<file path="src/rtl/gpio_port_pkg.sv">
package gpio_port_pkg;
    localparam int unsigned REG_AW = 3;

    typedef enum logic [REG_AW-1:0] {
        RA_DIR  = 3'd0,
        RA_OUT  = 3'd1,
        RA_LVL  = 3'd2,
        RA_EDGE = 3'd3,
        RA_POL  = 3'd4,
        RA_MODE = 3'd5,
        RA_WAKE = 3'd6,
        RA_IRQ  = 3'd7
    } reg_addr_e;
endpackage

</file>
<file path="src/rtl/gpio_in_sync.sv">
module gpio_in_sync #(
    parameter int unsigned NPINS = 8
) (
    input  logic             clk,
    input  logic             rst_n,
    input  logic [NPINS-1:0] pin_i,
    output logic [NPINS-1:0] sync_o,
    output logic [NPINS-1:0] prev_o
);
    typedef struct packed {
        logic [NPINS-1:0] s1;
        logic [NPINS-1:0] s2;
        logic [NPINS-1:0] s3;
    } sync_t;

    sync_t st_d, st_q;

    always_comb begin
        st_d    = st_q;
        st_d.s1 = pin_i;
        st_d.s2 = st_q.s1;
        st_d.s3 = st_q.s2;
    end

    always_ff @(posedge clk or negedge rst_n) begin
        if (!rst_n) st_q <= '0;
        else        st_q <= st_d;
    end

    assign sync_o = st_q.s2;
    assign prev_o = st_q.s3;
endmodule

</file>
<file path="src/rtl/gpio_edge_sel.sv">
module gpio_edge_sel #(
    parameter int unsigned NPINS = 8
) (
    input  logic [NPINS-1:0] cur_i,
    input  logic [NPINS-1:0] prev_i,
    input  logic [NPINS-1:0] neg_i,
    input  logic [NPINS-1:0] arm_i,
    output logic [NPINS-1:0] hit_o
);
    for (genvar g = 0; g < NPINS; g++) begin : g_pin
        logic rise, fall;
        assign rise     = cur_i[g] & ~prev_i[g];
        assign fall     = ~cur_i[g] & prev_i[g];
        assign hit_o[g] = arm_i[g] & (neg_i[g] ? fall : rise);
    end
endmodule

</file>
<file path="src/rtl/gpio_edge_port.sv">
module gpio_edge_port
    import gpio_port_pkg::*;
#(
    parameter int unsigned NPINS = 8
) (
    input  logic             clk,
    input  logic             rst_n,
    input  logic             bus_wr,
    input  logic [2:0]       bus_addr,
    input  logic [NPINS-1:0] bus_wdata,
    output logic [NPINS-1:0] bus_rdata,
    input  logic [NPINS-1:0] pin_i,
    output logic [NPINS-1:0] pin_o,
    output logic [NPINS-1:0] pin_oe,
    output logic             irq_o,
    output logic             wake_o
);
    localparam logic [NPINS-1:0] ALL_ONES = {NPINS{1'b1}};

    typedef struct packed {
        logic [NPINS-1:0] dir;
        logic [NPINS-1:0] dout;
        logic [NPINS-1:0] lvl;
        logic [NPINS-1:0] edge_st;
        logic [NPINS-1:0] pol;
        logic [NPINS-1:0] mode;
        logic [NPINS-1:0] wake_en;
        logic [NPINS-1:0] irq_en;
    } regs_t;

    regs_t rg_d, rg_q;

    logic [NPINS-1:0] sync_v, prev_v, arm, hit, edge_st;
    reg_addr_e        addr_e;

    assign addr_e = reg_addr_e'(bus_addr);
    assign arm    = rg_q.mode & rg_q.dir;

    gpio_in_sync #(.NPINS(NPINS)) sync_i (
        .clk    (clk),
        .rst_n  (rst_n),
        .pin_i  (pin_i),
        .sync_o (sync_v),
        .prev_o (prev_v)
    );

    gpio_edge_sel #(.NPINS(NPINS)) esel_i (
        .cur_i  (sync_v),
        .prev_i (prev_v),
        .neg_i  (rg_q.pol),
        .arm_i  (arm),
        .hit_o  (hit)
    );

    always_comb begin
        logic [NPINS-1:0] lvl_upd;
        logic [NPINS-1:0] clr;
        rg_d    = rg_q;
        clr     = '0;
        lvl_upd = rg_q.dir & ~rg_q.mode;
        rg_d.lvl = (rg_q.lvl & ~lvl_upd) | (sync_v & lvl_upd);
        if (bus_wr) begin
            case (addr_e)
                RA_DIR:  rg_d.dir     = bus_wdata;
                RA_OUT:  rg_d.dout    = bus_wdata;
                RA_EDGE: clr          = bus_wdata;
                RA_POL:  rg_d.pol     = bus_wdata;
                RA_MODE: rg_d.mode    = bus_wdata;
                RA_WAKE: rg_d.wake_en = bus_wdata;
                RA_IRQ:  rg_d.irq_en  = bus_wdata;
                default: ;
            endcase
        end
        rg_d.edge_st = (rg_q.edge_st & ~clr) | hit;
    end

    always_ff @(posedge clk or negedge rst_n) begin
        if (!rst_n) begin
            rg_q         <= '0;
            rg_q.dir     <= ALL_ONES;
            rg_q.pol     <= ALL_ONES;
        end else begin
            rg_q <= rg_d;
        end
    end

    always_comb begin
        case (addr_e)
            RA_DIR:  bus_rdata = rg_q.dir;
            RA_OUT:  bus_rdata = rg_q.dout;
            RA_LVL:  bus_rdata = (rg_q.lvl & rg_q.dir) | (rg_q.dout & ~rg_q.dir);
            RA_EDGE: bus_rdata = rg_q.edge_st;
            RA_POL:  bus_rdata = rg_q.pol;
            RA_MODE: bus_rdata = rg_q.mode;
            RA_WAKE: bus_rdata = rg_q.wake_en;
            default: bus_rdata = rg_q.irq_en;
        endcase
    end

    assign edge_st = rg_q.edge_st;
    assign pin_o   = rg_q.dout;
    assign pin_oe  = ~rg_q.dir;
    assign irq_o   = |(rg_q.edge_st & rg_q.irq_en);
    assign wake_o  = |(rg_q.edge_st & rg_q.wake_en);
endmodule

</file>
<file path="config.mk">
export PLATFORM = sky130hd
export DESIGN_NAME = gpio_edge_port
export DESIGN_NICKNAME = d
export VERILOG_FILES = /design/src/rtl/gpio_port_pkg.sv /design/src/rtl/gpio_in_sync.sv /design/src/rtl/gpio_edge_sel.sv /design/src/rtl/gpio_edge_port.sv
export SDC_FILE = /design/constraint.sdc
export NUM_CORES = 1
export LEC_CHECK = 0
export BUFFER_PORTS_ARGS = -buffer_cell sky130_fd_sc_hd__buf_2
export CORE_UTILIZATION = 40
export DETAILED_ROUTE_END_ITERATION = 12
export PLACE_DENSITY = 0.59
export SYNTH_ARGS = -nofsm -noshare
export SYNTH_HDL_FRONTEND = slang
export SYNTH_SLANG_ARGS = --single-unit
</file>
<file path="constraint.sdc">
create_clock -name clk -period 1.55 [get_ports clk]
set_input_delay 0.0775 -clock clk [delete_from_list [all_inputs] [get_ports clk]]
set_output_delay 0.0775 -clock clk [all_outputs]
set_load 0.01 [all_outputs]
</file>
### Word level (Yosys, flattened, before mapping)

Cells that the tools add are included.

| word-level totals | value |
|---|---|
| logic and storage cells | 94 |
| output and inout bits | 26 |
| bits in registers | 88 |

| cells by class | value |
|---|---|
| muxes and demuxes | 11 |
| reductions and logical operators | 9 |
| bitwise operators | 56 |
| eq/ne operators | 7 |

Operator list:

| cell | number |
|---|---|
| 8-bit AND | 9 |
| 8-bit one-hot mux with 7 select lines | 1 |
| 8-bit inverter | 4 |
| 1-bit AND | 24 |
| 8-bit OR | 3 |
| 8-bit two-way mux | 2 |
| 1-bit inverter | 16 |
| 8-bit OR reduction | 2 |
| 3-bit equality test, second input constant | 4 |
| 2-bit AND reduction | 6 |
| 1-bit two-way mux | 8 |
| 3-bit by 2-bit equality test with 1-bit output, second input constant | 2 |
| 3-bit by 1-bit equality test with 1-bit output, second input constant | 1 |
| 3-bit zero test | 1 |

### Logic depth before layout (Yosys ltp)

Gate-level depths: netlist (run 1).

| depth | value |
|---|---|
| word-level depth | 6 |
| gate-level depth with buffers | 6 |
| mapped depth without buffers | 4 |

### Modules after synthesis

Synthesis (run 1) repeated with hierarchy kept, for this count alone.

| unflattened totals | value |
|---|---|
| cells, all modules | 359 |
| area total of the unflattened synthesis | 4,244.1 um2 |

Modules (own cells, without submodules):

| module | sequential area each (um2) | area each (um2) | cells each | instances |
|---|---|---|---|---|
| gpio_edge_port | 1,621.6 | 3,393.3 | 303 | 1 |
| gpio_in_sync | 600.6 | 660.6 | 32 | 1 |
| gpio_edge_sel | 0.0 | 190.2 | 24 | 1 |

### Worst setup path after synthesis (run 1)

No wires, ideal clock.

| timing | value |
|---|---|
| path kind | register -> output |
| start | reg rg_q[56] (netlist bit) |
| end | out bus_rdata[0] |
| setup slack | 0.223 ns |
| data required time | 1.472 ns |
| arrival | 1.249 ns |
| cell stages (with the launch flop) | 4 |
| cell sequence | dfstp_2 > mux2_2 > a221oi_1 > a21oi_1 |

| between the ends | value |
|---|---|
| cells in the longest elaborated chain, start to end | 4 |

Ends and longest elaborated chain:

| item | RTL line | source |
|---|---|---|
| start: declaration | gpio_edge_port.sv:31 | `regs_t rg_d, rg_q;` |
| start signal: assignment | gpio_edge_port.sv:83 | `rg_q <= rg_d;` |
| 8-bit inverter | gpio_edge_port.sv:91 | `RA_LVL: bus_rdata = (rg_q.lvl & rg_q.dir) \| (rg_q.dout & ~rg_q.dir);` |
| 8-bit AND | gpio_edge_port.sv:91 |  |
| 8-bit OR | gpio_edge_port.sv:91 |  |
| 8-bit one-hot mux with 7 select lines * | gpio_edge_port.sv:88 | `case (addr_e)` |
| end: declaration | gpio_edge_port.sv:11 | `output logic [NPINS-1:0] bus_rdata,` |

Every way passes the cells marked *; elsewhere a longest branch is shown, timed or not.

### Worst setup path in the final report (run 1)

| timing | value |
|---|---|
| start | reg rg_q[57] (netlist bit) |
| end | out bus_rdata[1] |

The elaborated chain is that of the path after synthesis.

==> summary.log, run 1 <==
INFO  status         outcome=finished, violations left
INFO  floorplan      core_area=9730um^2
INFO  yosys          synth.net_count=377
INFO  timing         hold_violations=0
INFO  detailed_routing viasPerCell=5.27
INFO  yosys          ys_types=34
INFO  clocking       htree_num_levels=3
INFO  floorplan      floorplan.die.height=102um
INFO  timing         finClkSkew=6.31ps
INFO  timing         clock_period_minus_worst_slack=1800ps
INFO  yosys          mean_instance_size_in_the_synthesized_netlist=11.3um^2
INFO  layout         finish.net_count=469
INFO  clocking       buffer_type_at_the_clock_tree_root=clkbuf_8
INFO  layout         area_growth=27.5%
INFO  timing         hold-worst-slack=138ps
INFO  placement      port-buffer-count=47
INFO  pwr            cellPowerDensity=1350nW/um^2
INFO  layout         design_area=5110um^2
INFO  critical_path  worstPathArrival=1720ps
INFO  pwr            power.total=6.89mW
INFO  timing         fmaxAchievable=555MHz
INFO  placement      gp_congestion=0.805
INFO  pwr            power.share.switching=30.7%
INFO  critical_path  critical_path.startpoint_type=flop
INFO  timing         crit_path_setup_slack_layout=-251ps
INFO  yosys          yosys_warnings=0
INFO  detailed_routing vias=3081
INFO  timing         drv_slew=0
INFO  detailed_routing drt_drc_violations_left=0
INFO  placement      dp_hpwl=6720um
INFO  pwr            p_seq_share=48.9%
INFO  layout         mostFrequentLayoutCells=72 x dfrtp_1, 56 x nand2_1, 46 x buf_2
INFO  clocking       worst_skew_pair.late_latency=370ps
INFO  clocking       cts.sink_count=88
INFO  layout         layout.cells.most_common=dfrtp_1
INFO  floorplan      design.portCount=48
INFO  placement      worst_slack_at_placement=76.0ps
INFO  layout         finish.utilization=52.5%
INFO  pwr            combPwrFrac=25.1%
INFO  floorplan      floorplan.rows=36
INFO  clocking       clock_tree_from_tritoncts=done
INFO  floorplan      die_w=102um
INFO  layout         multiInputGateArea=1760um^2
INFO  timing         final_min_period_over_clock_period=116%
INFO  global_routing grt_usage=20.7%
INFO  yosys          synth_cells=355
INFO  yosys          mappedNetlistArea=4010um^2
INFO  pwr            clock_power_share=26.0%
INFO  critical_path  critPathMaxFanout=2
INFO  timing         worstMarginPinSlew=416ps
INFO  critical_path  worst_setup_path_end_kind=output port
INFO  global_routing grt_first_pass_wirelength=15700um
INFO  pwr            peakVddDrop=0.572mV
INFO  global_routing largest_net_degree_at_the_start_of_global_routing=45
INFO  timing         slew_headroom=72.3%
INFO  critical_path  worst-setup-path-type=flop to output port
INFO  detailed_routing route.final.wire_length=9850um
INFO  yosys          synth_seq_cells=88
INFO  yosys          synth_seq_area_share=55.5%
INFO  yosys          synth_enable_flop_cells=0
INFO  yosys          async_flop_share=100%
INFO  pwr            p_int=4.77mW
INFO  global_routing grt_overflow_total=0
INFO  pwr            power.leakage=2.23nW
INFO  detailed_routing drt.antenna.violating_nets=0
INFO  pwr            power.switching=2.11mW
INFO  layout         fraction_of_final_layout_cells_with_drive_strength_greater_than_1=41.2%
INFO  clocking       cts_buffers=9
INFO  critical_path  cp.required=1470ps
INFO  placement      placedInstanceArea=4510um^2
INFO  detailed_routing dr.first_iter.drc_count=126
INFO  timing         final-setup-viol-count=8
INFO  clocking       clk_pin_slew=90ps
INFO  floorplan      die_ar=10400um^2
INFO  global_routing grt_pass1_vias=2975
INFO  status         failed_checks=setup timing
INFO  timing         rsz0062_at_grt=yes
INFO  clocking       cts-root-to-sink-buffers=2
INFO  hold_path      hold_class=primary input to asynchronous set/reset pin
INFO  layout         fillers=879
INFO  detailed_routing detail_route.first_pass.iterations=6
INFO  floorplan      floorplan.initialDensity=41.2%
INFO  layout         diodes=0
INFO  yosys          leading_register_cell_type_out_of_synthesis=dfrtp_1
INFO  detailed_routing average_detailed_routed_wire_length_per_instance=16.8um
INFO  global_routing initial_antenna_violation_count=0
INFO  layout         seqCellArea=2220um^2
INFO  flow_run       maxCapViolations=0
## worst max-delay path, stage by stage (launching register included)
cell and delay [ps]:
dfstp_2 550, mux2_4 310, a221oi_2 250, a21oi_2 100
buf_2 150
## what timing repair did
item,CTS,global route
hold buffers,17,0
hold endpoints to repair,89,0
resized for setup,19,8
gates cloned,0,0
pin swaps,17,7
buffers inserted,6,3
endpoints found under the setup margin,8,9
## state kept, by name (all words and copies together), names as in the netlist, named ones only
register / flops
sync_i.prev_o: 8
rg_q: 40
sync_i.sync_o: 8
edge_st: 8
pin_o: 8
sync_i.st_d: 8
## final timing paths
| kind | startpoint | endpoint | slack (ps) | depth (start not counted) |
|---|---|---|---|---|
| min in group clk | bus_wr | rg_q[3] | 210 | 3 |
| worst min register to register | sync_i.st_d[12] | sync_i.sync_o[4] | 350 | 0 |
| worst max register to register | rg_q[27] | edge_st[3] | 370 | 5 |
| max in group asynchronous | rst_n | rg_q[56] | 740 | 3 |
| worst max-delay path | rg_q[57] | bus_rdata[1] | -250 | 4 |
| worst min-delay path | rst_n | sync_i.sync_o[1] | 140 | 2 |
## cells by family (layout without fill, tap and decap cells)
group                  Yosys count  count (layout)  synth area share (%)
multiplexers                    53              53                  14.7
AO/OA/AOI/OAI                   81              81                  13.0
AND/OR/NAND/NOR                105             105                  13.1
buffers and inverters           28             125                  3.78
flip-flops                      88              88                  55.5
## power by group through the flow
| stage | sequential, mW | clock [mW] | combinational [mW] |
|---|---|---|---|
| after global placement | 3.38 | 0 | 1.44 |
| final | 3.37 | 1.79 | 1.73 |
| after floorplan | 3.22 | 0 | 1.05 |
| after CTS | 3.35 | 1.86 | 1.68 |
| after global routing | 3.45 | 1.95 | 1.90 |
| after detailed placement | 3.38 | 0 | 1.48 |
## final cells by class
class	instances	share of cell area, %
tap	133	3.26
clock buffer	10	2.69
sequential	88	43.5
clock inverter	6	1.81
inverter	9	0.661
timing repair buffer	100	13.7
multi-input combinational	239	34.4
## synth_stat cells, drive strengths merged (2+ instances only)
cell type / instances / area, um^2
nor2: 19 / 73.8
clkbuf: 2 / 7.51
mux2i: 6 / 60.1
nand2: 56 / 210
o21ai: 32 / 160
nand3: 2 / 27.5
a221oi: 6 / 52.6
inv: 9 / 33.8
nand2b: 10 / 62.6
dfrtp: 72 / 1800
a211oi: 2 / 15.0
nor3: 3 / 42.5
a32o: 10 / 100
o22ai: 7 / 43.8
buf: 17 / 110
a21oi: 13 / 65.1
mux2: 47 / 529
nand3b: 8 / 60.1
a22oi: 8 / 60.1
dfstp: 16 / 420
nand4: 2 / 12.5
## metal layers
| layer | part of all wire, % | track usage, % |
|---|---|---|
| met1 | 45 | 26.9 |
| met4 | 1.3 | 7.58 |
| met5 | 0 | 0 |
| met2 | 50 | 33.6 |
| met3 | 3.7 | 5.20 |
## stage by stage
step,setup TNS (ps),std cells
CTS,-1400,582
floorplan,0,355
global route,-1900,585
finish,-1360,585
global placement,0,543
detailed placement,0,543
Note: power is estimated with default switching activity, not from simulation.
==> inputs of run 2 (changes only) <==
--- a/config.mk
+++ b/config.mk
@@ -6,9 +6,9 @@
 export NUM_CORES = 1
 export LEC_CHECK = 0
 export BUFFER_PORTS_ARGS = -buffer_cell sky130_fd_sc_hd__buf_2
-export CORE_UTILIZATION = 40
+export CORE_UTILIZATION = 45
 export DETAILED_ROUTE_END_ITERATION = 12
-export PLACE_DENSITY = 0.59
+export PLACE_DENSITY = 0.65
 export SYNTH_ARGS = -nofsm -noshare
 export SYNTH_HDL_FRONTEND = slang
 export SYNTH_SLANG_ARGS = --single-unit
==> constraint.sdc (replaced) <==
create_clock -name clk -period 1.55 [get_ports clk]
set_input_delay 0.0775 -clock clk [delete_from_list [all_inputs] [get_ports clk]]
set_output_delay 0.0775 -clock clk [all_outputs]
set_load 0.02 [all_outputs]
==> summary.log, run 2 (same netlist as run 1, synthesis figures left out) <==
INFO  status         outcome=finished, violations left
INFO  status         failed_checks=setup timing
INFO  timing         hold-worst-slack=12.4ps
INFO  timing         crit_path_setup_slack_layout=-238ps
INFO  timing         drv_slew=0
INFO  global_routing grt_usage=23.0%
INFO  clocking       htree_num_levels=3
INFO  layout         layout.cells.non_filler=555
INFO  pwr            p_int=4.50mW
INFO  global_routing largest_net_degree_at_the_start_of_global_routing=89
INFO  floorplan      core_area=8680um^2
INFO  layout         finish.utilization=57.7%
INFO  timing         rsz0062_at_grt=yes
INFO  layout         registers.top_by_ff_count=rg_q
INFO  layout         mostFrequentLayoutCells=72 x dfrtp_1, 56 x nand2_1, 40 x mux2_2, 40 x buf_2, 36 x buf_4
INFO  pwr            clock_power_share=21.4%
INFO  layout         fraction_of_final_layout_cells_with_drive_strength_greater_than_1=41.2%
INFO  floorplan      floorplan.die.height=96.4um
INFO  pwr            cellPowerDensity=1330nW/um^2
INFO  floorplan      floorplan.rows=34
INFO  layout         area_growth=25.0%
INFO  global_routing initial_antenna_violation_count=0
INFO  pwr            combPwrFrac=28.2%
INFO  pwr            peakVddDrop=0.692mV
INFO  timing         fmaxAchievable=559MHz
INFO  pwr            p_seq_share=50.4%
INFO  critical_path  critPathMaxFanout=2
INFO  global_routing grt_overflow_total=0
INFO  global_routing grt_first_pass_wirelength=15600um
INFO  timing         fin_setup_tns=-1410ps
INFO  timing         clock_period_minus_worst_slack=1790ps
INFO  clocking       clock_tree_from_tritoncts=done
INFO  detailed_routing detail_route.first_pass.iterations=6
INFO  detailed_routing vias=3069
INFO  clocking       cts_buffers=9
INFO  critical_path  cp.required=1470ps
INFO  floorplan      floorplan.initialDensity=46.2%
INFO  layout         layout.cells.most_common=dfrtp_1
INFO  layout         max_ffs_per_register=40
INFO  layout         diodes=0
INFO  placement      port-buffer-count=47
INFO  placement      gp_congestion=0.791
INFO  global_routing grt_pass1_vias=3061
INFO  clocking       clk_pin_slew=80ps
INFO  timing         slew_headroom=68.4%
INFO  hold_path      hold_class=primary input to flop
INFO  detailed_routing route.final.wire_length=9700um
INFO  clocking       buffer_type_at_the_clock_tree_root=clkbuf_8
INFO  clocking       worst_skew_pair.late_latency=350ps
INFO  placement      dp_hpwl=6640um
INFO  floorplan      die_ar=9280um^2
INFO  detailed_routing drt.antenna.violating_nets=0
INFO  clocking       cts.sink_count=88
INFO  flow_run       maxCapViolations=0
INFO  layout         finish.net_count=464
INFO  critical_path  worst-setup-path-type=flop to output port
INFO  timing         finClkSkew=7.85ps
INFO  pwr            power.share.switching=32.7%
INFO  critical_path  critical_path.startpoint_type=flop
INFO  critical_path  worst_setup_path_end_kind=output port
INFO  detailed_routing drt_drc_violations_left=0
INFO  pwr            power.switching=2.18mW
INFO  critical_path  worstPathArrival=1710ps
INFO  timing         hold_violations=0
INFO  timing         final-setup-viol-count=8
INFO  timing         worstMarginPinSlew=474ps
INFO  detailed_routing average_detailed_routed_wire_length_per_instance=17.5um
INFO  detailed_routing viasPerCell=5.53
INFO  floorplan      design.portCount=48
INFO  pwr            power.leakage=2.20nW
INFO  timing         final_min_period_over_clock_period=115%
INFO  detailed_routing dr.first_iter.drc_count=146
INFO  floorplan      die_w=96.4um
INFO  clocking       cts-root-to-sink-buffers=2
INFO  placement      post-place-cells=521
==> run 2: cell type report <==
type                            instances  area [um^2]
Fill cell                             757         3670
Sequential cell                        88         2220
Multi-Input combinational cell        239         1770
Timing Repair Buffer                   95          676
Clock buffer                           13          159
Tap cell                              108          135
Inverter                                9         33.8
Clock inverter                          3         17.5
==> run 2: worst paths after layout <==
kind | start | end | slack [ps] | cells past startpoint
max in group asynchronous | rst_n | rg_q[56] | 850 | 3
worst min register to register | sync_i.st_d[14] | sync_i.sync_o[6] | 350 | 0
worst min-delay path | bus_wdata[1] | rg_q[57] | 10 | 3
worst max register to register | rg_q[27] | edge_st[3] | 370 | 5
min in group asynchronous | rst_n | sync_i.st_d[9] | 290 | 3
worst max-delay path | rg_q[63] | bus_rdata[7] | -240 | 4
==> run 2: through the flow <==
| step | setup WS (ps) | power (mW) | area, um^2 |
|---|---|---|---|
| 2_1_floorplan | 168 | 4.40 | 4010 |
| 3_3_place_gp | 86.6 | 4.93 | 4500 |
| 3_5_place_dp | 42.5 | 5.01 | 4500 |
| 4_1_cts | -245 | 6.64 | 4940 |
| 5_1_grt | -304 | 7.09 | 5010 |
| 6_report | -238 | 6.68 | 5010 |
==> run 2: timing repair <==
item	in CTS	in global routing
resized for setup	23	15
buffers inserted	3	1
hold endpoints to repair	85	0
gates cloned	0	0
endpoints found under the setup margin	8	9
hold buffers	14	0
pin swaps	17	7
==> run 2: metal layers <==
layer  global-route usage (%)  up-vias  share of wire [%]
li1                         -     1445                  -
met4                     6.50        0                1.6
met5                        0        -                  0
met1                     30.2     1541                 44
met3                     5.29       12                4.6
met2                     38.3       71                 49
==> run 2: power by group through the flow <==
stage	Clock (mW)	Combinational, mW	Sequential, mW
after floorplan	0	1.19	3.22
after global routing	1.58	2.07	3.44
after detailed placement	0	1.64	3.37
after global placement	0	1.59	3.35
after CTS	1.48	1.81	3.34
final	1.43	1.88	3.36
==> run 2: critical path: stages (launching register included) <==
cell and delay [ps]:
dfstp_2 550, mux2_4 300, a221oi_2 230, a21oi_1 110
buf_4 170
